### config.mk
export PLATFORM = sky130hd
export DESIGN_NAME = pg_supervisor
export DESIGN_NICKNAME = d
export VERILOG_FILES = /design/src/rtl/pg_pkg.sv /design/src/rtl/pg_ov_filter.sv /design/src/rtl/pg_level_hyst.sv /design/src/rtl/pg_ratio_hyst.sv /design/src/rtl/pg_supervisor.sv
export SDC_FILE = /design/constraint.sdc
export NUM_CORES = 1
export LEC_CHECK = 0
export BUFFER_PORTS_ARGS = -buffer_cell sky130_fd_sc_hd__buf_4
export CORE_AREA = 2 2 219 221
export DETAILED_ROUTE_END_ITERATION = 12
export DIE_AREA = 0 0 221 223
export GPL_TIMING_DRIVEN = 0
export PLACE_DENSITY = 0.59
export SLEW_MARGIN = 10
export SYNTH_ARGS = -nofsm -noshare
export SYNTH_HDL_FRONTEND = slang
export SYNTH_SLANG_ARGS = --single-unit
### constraint.sdc
create_clock -name clk -period 2 [get_ports clk]
set_input_delay 0.2 -clock clk [delete_from_list [all_inputs] [get_ports clk]]
set_output_delay 0.2 -clock clk [all_outputs]
set_load 0.02 [all_outputs]
### src/rtl/pg_pkg.sv
`timescale 1ns/1ps
package pg_pkg;
  localparam int unsigned PCT_BASE = 100;

  typedef enum logic {
    SIDE_LOW  = 1'b0,
    SIDE_HIGH = 1'b1
  } pg_side_e;
endpackage

### src/rtl/pg_ov_filter.sv
`timescale 1ns/1ps
module pg_ov_filter #(
  parameter int unsigned CYC = 150
) (
  input  logic clk,
  input  logic rst_n,
  input  logic hit,
  output logic arm
);
  localparam int unsigned CW = $clog2(CYC + 1);
  localparam logic [CW-1:0] CYC_V = CW'(CYC);

  logic [CW-1:0] cnt_q, cnt_d;

  always_comb begin
    if (!hit)
      cnt_d = '0;
    else if (cnt_q == CYC_V)
      cnt_d = cnt_q;
    else
      cnt_d = cnt_q + CW'(1);
  end

  always_ff @(posedge clk or negedge rst_n) begin
    if (!rst_n)
      cnt_q <= '0;
    else
      cnt_q <= cnt_d;
  end

  assign arm = (cnt_q == CYC_V);


  cnt_bound_chk: assert property (@(posedge clk) disable iff (!rst_n)
    cnt_q <= CYC_V);


  cnt_restart_chk: assert property (@(posedge clk) disable iff (!rst_n)
    !hit |=> !arm);
endmodule

### src/rtl/pg_level_hyst.sv
`timescale 1ns/1ps
module pg_level_hyst #(
  parameter int unsigned W        = 12,
  parameter int unsigned SET_LVL  = 2800,
  parameter int unsigned CLR_LVL  = 2600,
  parameter bit          RST_FLAG = 1'b0
) (
  input  logic         clk,
  input  logic         rst_n,
  input  logic [W-1:0] lvl,
  output logic         flag
);
  localparam logic [W-1:0] SET_V = W'(SET_LVL);
  localparam logic [W-1:0] CLR_V = W'(CLR_LVL);

  logic flag_d;

  always_comb begin
    if (flag)
      flag_d = (lvl >= CLR_V);
    else
      flag_d = (lvl >= SET_V);
  end

  always_ff @(posedge clk or negedge rst_n) begin
    if (!rst_n)
      flag <= RST_FLAG;
    else
      flag <= flag_d;
  end


  lvl_rise_chk: assert property (@(posedge clk) disable iff (!rst_n)
    $rose(flag) |-> ($past(lvl) >= SET_V));


  lvl_fall_chk: assert property (@(posedge clk) disable iff (!rst_n)
    $fell(flag) |-> ($past(lvl) < CLR_V));
endmodule

### src/rtl/pg_ratio_hyst.sv
`timescale 1ns/1ps
module pg_ratio_hyst
  import pg_pkg::*;
#(
  parameter int unsigned W        = 12,
  parameter pg_side_e    SIDE     = SIDE_LOW,
  parameter int unsigned SET_PCT  = 86,
  parameter int unsigned CLR_PCT  = 94,
  parameter int unsigned FILT_CYC = 0,
  parameter bit          RST_FLAG = 1'b1
) (
  input  logic         clk,
  input  logic         rst_n,
  input  logic [W-1:0] meas,
  input  logic [W-1:0] ref_v,
  output logic         flag
);
  localparam int unsigned PW = W + 8;

  logic [PW-1:0] m_s, r_set, r_clr;
  logic          beyond, rel_hit, arm, flag_d;

  always_comb begin
    m_s   = PW'(meas)  * PW'(PCT_BASE);
    r_set = PW'(ref_v) * PW'(SET_PCT);
    r_clr = PW'(ref_v) * PW'(CLR_PCT);
    if (SIDE == SIDE_HIGH) begin
      beyond  = (m_s >  r_set);
      rel_hit = (m_s <= r_clr);
    end else begin
      beyond  = (m_s <  r_set);
      rel_hit = (m_s >  r_clr);
    end
  end

  generate
    if (FILT_CYC > 0) begin : g_filt
      pg_ov_filter #(.CYC(FILT_CYC)) u_filt (
        .clk   (clk),
        .rst_n (rst_n),
        .hit   (beyond),
        .arm   (arm)
      );
    end else begin : g_nofilt
      assign arm = 1'b1;
    end
  endgenerate

  always_comb begin
    if (flag)
      flag_d = !rel_hit;
    else
      flag_d = beyond && arm;
  end

  always_ff @(posedge clk or negedge rst_n) begin
    if (!rst_n)
      flag <= RST_FLAG;
    else
      flag <= flag_d;
  end


  set_armed_chk: assert property (@(posedge clk) disable iff (!rst_n)
    $rose(flag) |-> $past(arm));
endmodule

### src/rtl/pg_supervisor.sv
`timescale 1ns/1ps
module pg_supervisor
  import pg_pkg::*;
#(
  parameter int unsigned W           = 12,
  parameter int unsigned TW          = 8,
  parameter int unsigned OV_FILT_CYC = 150,
  parameter int unsigned OV_SET_PCT  = 114,
  parameter int unsigned OV_CLR_PCT  = 106,
  parameter int unsigned UVC_SET_PCT = 86,
  parameter int unsigned UVC_CLR_PCT = 94,
  parameter int unsigned UVL_SET_PCT = 86,
  parameter int unsigned UVL_CLR_PCT = 91,
  parameter int unsigned POR_RISE_MV = 2800,
  parameter int unsigned POR_FALL_MV = 2600,
  parameter int unsigned LVIN_MIN_MV = 1600,
  parameter int unsigned TEMP_HOT_C  = 140,
  parameter int unsigned TEMP_COOL_C = 95
) (
  input  logic                 clk,
  input  logic                 rst_n,
  input  logic                 en,
  input  logic [W-1:0]         core_meas,
  input  logic [W-1:0]         core_ref,
  input  logic [1:0][W-1:0]    ldo_meas,
  input  logic [1:0][W-1:0]    ldo_nom,
  input  logic [W-1:0]         vsup_meas,
  input  logic [W-1:0]         lvin_meas,
  input  logic [TW-1:0]        temp_meas,
  output logic                 ov_fault,
  output logic                 uv_core,
  output logic [1:0]           uv_ldo,
  output logic                 therm_sd,
  output logic                 batt_ok,
  output logic                 rails_en,
  output logic                 stage_hiz,
  output logic                 pgood
);
  localparam int unsigned NUM_LDO = 2;

  logic [1:0] rs_q;
  logic       rst_i;
  logic       lvin_ok;
  logic       all_good;

  always_ff @(posedge clk or negedge rst_n) begin
    if (!rst_n)
      rs_q <= 2'b00;
    else
      rs_q <= {rs_q[0], 1'b1};
  end
  assign rst_i = rs_q[1];

  pg_ratio_hyst #(
    .W(W), .SIDE(SIDE_HIGH), .SET_PCT(OV_SET_PCT), .CLR_PCT(OV_CLR_PCT),
    .FILT_CYC(OV_FILT_CYC), .RST_FLAG(1'b0)
  ) u_ov (
    .clk(clk), .rst_n(rst_i), .meas(core_meas), .ref_v(core_ref), .flag(ov_fault)
  );

  pg_ratio_hyst #(
    .W(W), .SIDE(SIDE_LOW), .SET_PCT(UVC_SET_PCT), .CLR_PCT(UVC_CLR_PCT),
    .FILT_CYC(0), .RST_FLAG(1'b1)
  ) u_uvc (
    .clk(clk), .rst_n(rst_i), .meas(core_meas), .ref_v(core_ref), .flag(uv_core)
  );

  generate
    for (genvar gi = 0; gi < NUM_LDO; gi++) begin : g_ldo
      pg_ratio_hyst #(
        .W(W), .SIDE(SIDE_LOW), .SET_PCT(UVL_SET_PCT), .CLR_PCT(UVL_CLR_PCT),
        .FILT_CYC(0), .RST_FLAG(1'b1)
      ) u_uvl (
        .clk(clk), .rst_n(rst_i), .meas(ldo_meas[gi]), .ref_v(ldo_nom[gi]),
        .flag(uv_ldo[gi])
      );
    end
  endgenerate

  pg_level_hyst #(
    .W(W), .SET_LVL(POR_RISE_MV), .CLR_LVL(POR_FALL_MV), .RST_FLAG(1'b0)
  ) u_por (
    .clk(clk), .rst_n(rst_i), .lvl(vsup_meas), .flag(batt_ok)
  );

  pg_level_hyst #(
    .W(TW), .SET_LVL(TEMP_HOT_C), .CLR_LVL(TEMP_COOL_C + 1), .RST_FLAG(1'b0)
  ) u_therm (
    .clk(clk), .rst_n(rst_i), .lvl(temp_meas), .flag(therm_sd)
  );

  pg_level_hyst #(
    .W(W), .SET_LVL(LVIN_MIN_MV + 1), .CLR_LVL(LVIN_MIN_MV + 1), .RST_FLAG(1'b0)
  ) u_lvin (
    .clk(clk), .rst_n(rst_i), .lvl(lvin_meas), .flag(lvin_ok)
  );

  always_comb begin
    all_good  = batt_ok && lvin_ok && !ov_fault && !uv_core &&
                (uv_ldo == 2'b00) && !therm_sd;
    pgood     = en && all_good;
    rails_en  = en && batt_ok && !therm_sd;
    stage_hiz = ov_fault || !rails_en;
  end


  hiz_cover_chk: assert property (@(posedge clk) disable iff (!rst_i)
    (ov_fault || therm_sd || !batt_ok) |-> stage_hiz);


  pgood_clean_chk: assert property (@(posedge clk) disable iff (!rst_i)
    pgood |-> (!stage_hiz && !uv_core && uv_ldo == 2'b00));


  therm_off_chk: assert property (@(posedge clk) disable iff (!rst_i)
    therm_sd |-> !rails_en);
endmodule

==> key figures <==
Finish
  • Fillers: between 4,000 and 5,000
  • Layout cell share with drive strength beyond 1: around 15%
  • Ant. Diodes: 0
  • Area growth syn-to-layout: 18.2%
  • Final #Nets: around 3,200

Clock tree
  • CTS buffer count: 3
  • Sink Count: 17
  • H-Tree Depth: 1
  • CTS tree: built
  • CTS Root Cell: clkbuf_16
  • Skew-Pair Late Insertion Delay: roughly 250 ps
  • Clk slew on worst S/H paths: about 60 ps
  • Max Buffers Root-to-Sink: 2

Critical path
  • Crit end category: flip-flop
  • RR Startpoint: u_ov.g_filt.u_filt.cnt_q[0]
  • CP Launch Type: primary input
  • Critical Path Fanout Max: 5
  • Worst endpoint required time: 2190 ps
  • Setup slack, reg-to-reg: 420 ps
  • Crit path kind: primary input to flip-flop
  • Reg-to-Reg End: u_ov.g_filt.u_filt.cnt_q[2]
  • Reg2reg path depth: 8
  • Critical path arrival: around 5000 ps

Route
  • Wire per inst: about 16 um
  • Post-route DRC: 0
  • DRT Pass-1 Iters: 5
  • Initial drt markers: about 600
  • Final wirelength: ~48,000 um
  • Routed via count: approximately 16,000
  • Via/cell ratio: around 5.3
  • Post-route ant nets: 0

Die
  • Die width: between 200 and 250 um
  • Die ar.: 0.0493 mm^2
  • Row Count: 80
  • Initial Util: between 30% and 40%
  • Core area: ~0.047 mm^2
  • Ports: approximately 120
  • Die span in y: approximately 220 um

Power and ir drop
  • Leak Pwr: 11.3 nW
  • Power Density: roughly 1100 mW/mm^2
  • Max VDD drop: 822 uV
  • Design Power: between 20 and 25 mW

Timing
  • Achievable Freq: between 200 and 250 MHz
  • Hold_ws: 149 ps
  • Final slew viol count: 0
  • Tcrit/Tclk final: 238%
  • RSZ-0062 raised after global routing: true
  • Worst-margin pin slew: about 1000 ps
  • Setup violations, final: 12
  • Relative slew margins: a little under a third
  • Post-route setup slack: -2750 ps
  • Fin crit period: 4750 ps
  • Clock skew: just over 4 ps
  • Endpoints failing hold: 0

Synthesis
  • Mean post-synth cell area: around 8.6 um^2
  • EDFF count, synth: 0
  • Ranking of synthesized cells by area: ha_1 36%, fa_1 19%, inv_1 8.9%
  • Post-Syn Area: around 0.019 mm^2
  • Synthesized flop and latch total: 17
  • Netlist cell types: 80
  • Area leader, netlist: ha_1
  • Ys async rst share: between 90% and 100%
  • Area share of the leading cell type in the synthesized netlist: about 36%
  • Sequential-to-total area share from yosys stat: under 10%
  • Yosys warnings: 0
  • Ys flop type: dfrtp_1
  • Post-synthesis net count: 2,979
  • Syn Inst Count: approximately 2,200

Placed design
  • Dpl hpwl: 40,900 um
  • IO buf count: 110
  • Routability cong.: 0.885

Global routing
  • First-pass GRT wire length: 79,000 um
  • Total gr overflow: 0
  • Vias in the first global route: 16,000
  • Largest net degree at the start of global routing: 16
  • Tot GR Track Use: approximately 20%
  • Initial antenna violation count: 0

Worst hold path
  • Hold Path Depth: 2
  • Hold Startpoint: lvin_meas[11]
  • Worst Hold Class: primary input to flip-flop
  • Hold endpoint: u_lvin.flag

Flow run
  • Max-cap violation count: 0

Run status
  • Outcome: finished with violations
  • Failing checks: setup timing
==> layout by cell type, fill, tap and decap left out, types with 22 or more instances in the layout <==
master	count
nand4_1	29
nor2_1	96
nand2b_1	23
inv_2	22
inv_1	408
a21o_1	53
fa_1	170
xor2_1	63
buf_4	148
o21ai_0	67
nor2b_1	25
nor3_1	30
nand2_1	63
xnor2_1	50
ha_4	32
ha_1	496
nand3_1	44
a21oi_1	125
==> area by class of cell <==
| cell class | instances | area (um^2) | area share, % |
|---|---|---|---|
| Inverter | 437 | 1670 | 7.62 |
| Clock buffer | 3 | 75.1 | 0.343 |
| Buffer | 7 | 33.8 | 0.154 |
| Clock inverter | 1 | 5.00 | 0.0229 |
| Sequential cell | 17 | 429 | 1.96 |
| Tap cell | 615 | 769 | 3.52 |
| Timing Repair Buffer | 170 | 1470 | 6.72 |
| Multi-Input combinational cell | 1701 | 17400 | 79.7 |
==> critical path, cell delays in order <==
cell,delay (ps)
buf_12,110
ha_4,260
inv_2,30
fa_1,540
inv_2,40
fa_1,520
inv_2,40
fa_1,520
inv_2,60
ha_4,270
nor4_2,50
a21oi_2,170
o21ai_4,80
o31a_1,330
buf_4,170
nor4b_4,210
nor3_2,90
ha_1,300
nand4_1,180
nor2_2,210
nand4_1,160
nor4_4,220
a211o_1,160
==> state kept, by name, indices dropped and copies added, names as in the netlist <==
register / count
u_ov.flag: 1
u_therm.flag: 1
u_por.flag: 1
u_ov.g_filt.u_filt.cnt_q: 8
u_lvin.flag: 1
u_uvc.flag: 1
g_ldo.u_uvl.flag: 2
rs_q: 2
==> where the power goes <==
part           switching [mW]  leakage, nW  internal [mW]
clock network           0.155       0.0409          0.269
registers               0.162        0.213          0.445
logic                    13.1         11.0           10.8
total                    13.4         11.3           11.5
==> per-stage QoR <==
step	utilization, %	instance area [um^2]	TNS (ps)	instances	worst slack (ps)
global placement	43.2	20400	-39560	2888	-3430
global route	46.4	21900	-33460	2951	-2940
CTS	45.5	21500	-33770	2934	-2890
detailed placement	43.2	20400	-40140	2888	-3450
floorplan	-	18800	-28460	2163	-2470
finish	46.4	21900	-31550	2951	-2750
==> synthesized netlist by cell type, types with 10 or more instances <==
library cell / instances
nor3_1: 34
nand4_1: 29
o21bai_1: 17
nand2b_1: 23
or2_2: 11
o21ai_0: 86
a211oi_1: 23
o211ai_1: 17
a21oi_1: 136
xor2_1: 67
ha_1: 535
and3_1: 19
nor2b_1: 26
nand2_1: 63
o21a_1: 21
a21o_1: 53
inv_1: 437
xnor2_1: 55
nor2_1: 102
fa_1: 174
nand3_1: 50
dfrtp_1: 14
nor4_1: 18
a31oi_1: 10
==> timing repair <==
action                                  in CTS  in global routing
endpoints found under the hold margin        2                  0
pin swaps                                   78                 53
endpoints found under the setup margin      12                 12
setup buffers                               42                 17
gates cloned                                 1                  0
hold buffers                                 1                  0
resized for setup                          133                 60
==> worst max-delay path by stage <==
stage | startpoint | to | slack, ps | cells past startpoint
floorplan | ldo_nom[4] | g_ldo[0].u_uvl.flag | -2470 | 21
global placement | core_ref[10] | u_uvc.flag | -3430 | 19
detailed placement | ldo_nom[13] | g_ldo[1].u_uvl.flag | -3450 | 21
CTS | core_ref[2] | u_ov.flag | -2890 | 19
global route | ldo_nom[16] | g_ldo[1].u_uvl.flag | -2940 | 23
finish | ldo_nom[16] | g_ldo[1].u_uvl.flag | -2750 | 23
==> routing by layer <==
| layer | share of wire, % | vias up | global-route usage (%) |
|---|---|---|---|
| li1 | - | 7854 | - |
| met1 | 46 | 7506 | 25.5 |
| met2 | 49 | 252 | 34.9 |
| met3 | 2.9 | 52 | 1.45 |
| met4 | 2.6 | 0 | 4.31 |
| met5 | 0 | - | 0 |
==> cell families (layout without fill, tap and decap cells) <==
logic type / count (synthesis) / count (layout) / synth area share [%]
compound gates: 454 / 455 / 16.2
xor+xnor: 122 / 122 / 5.77
fa+ha+maj: 709 / 709 / 55.0
buf+inv: 446 / 618 / 9.09
flops: 17 / 17 / 2.32
mux: 1 / 1 / 0.0541
other cells: 1 / 1 / 0.0203
simple gates: 413 / 413 / 11.5
No activity file was read; power rests on OpenSTA's default activity.
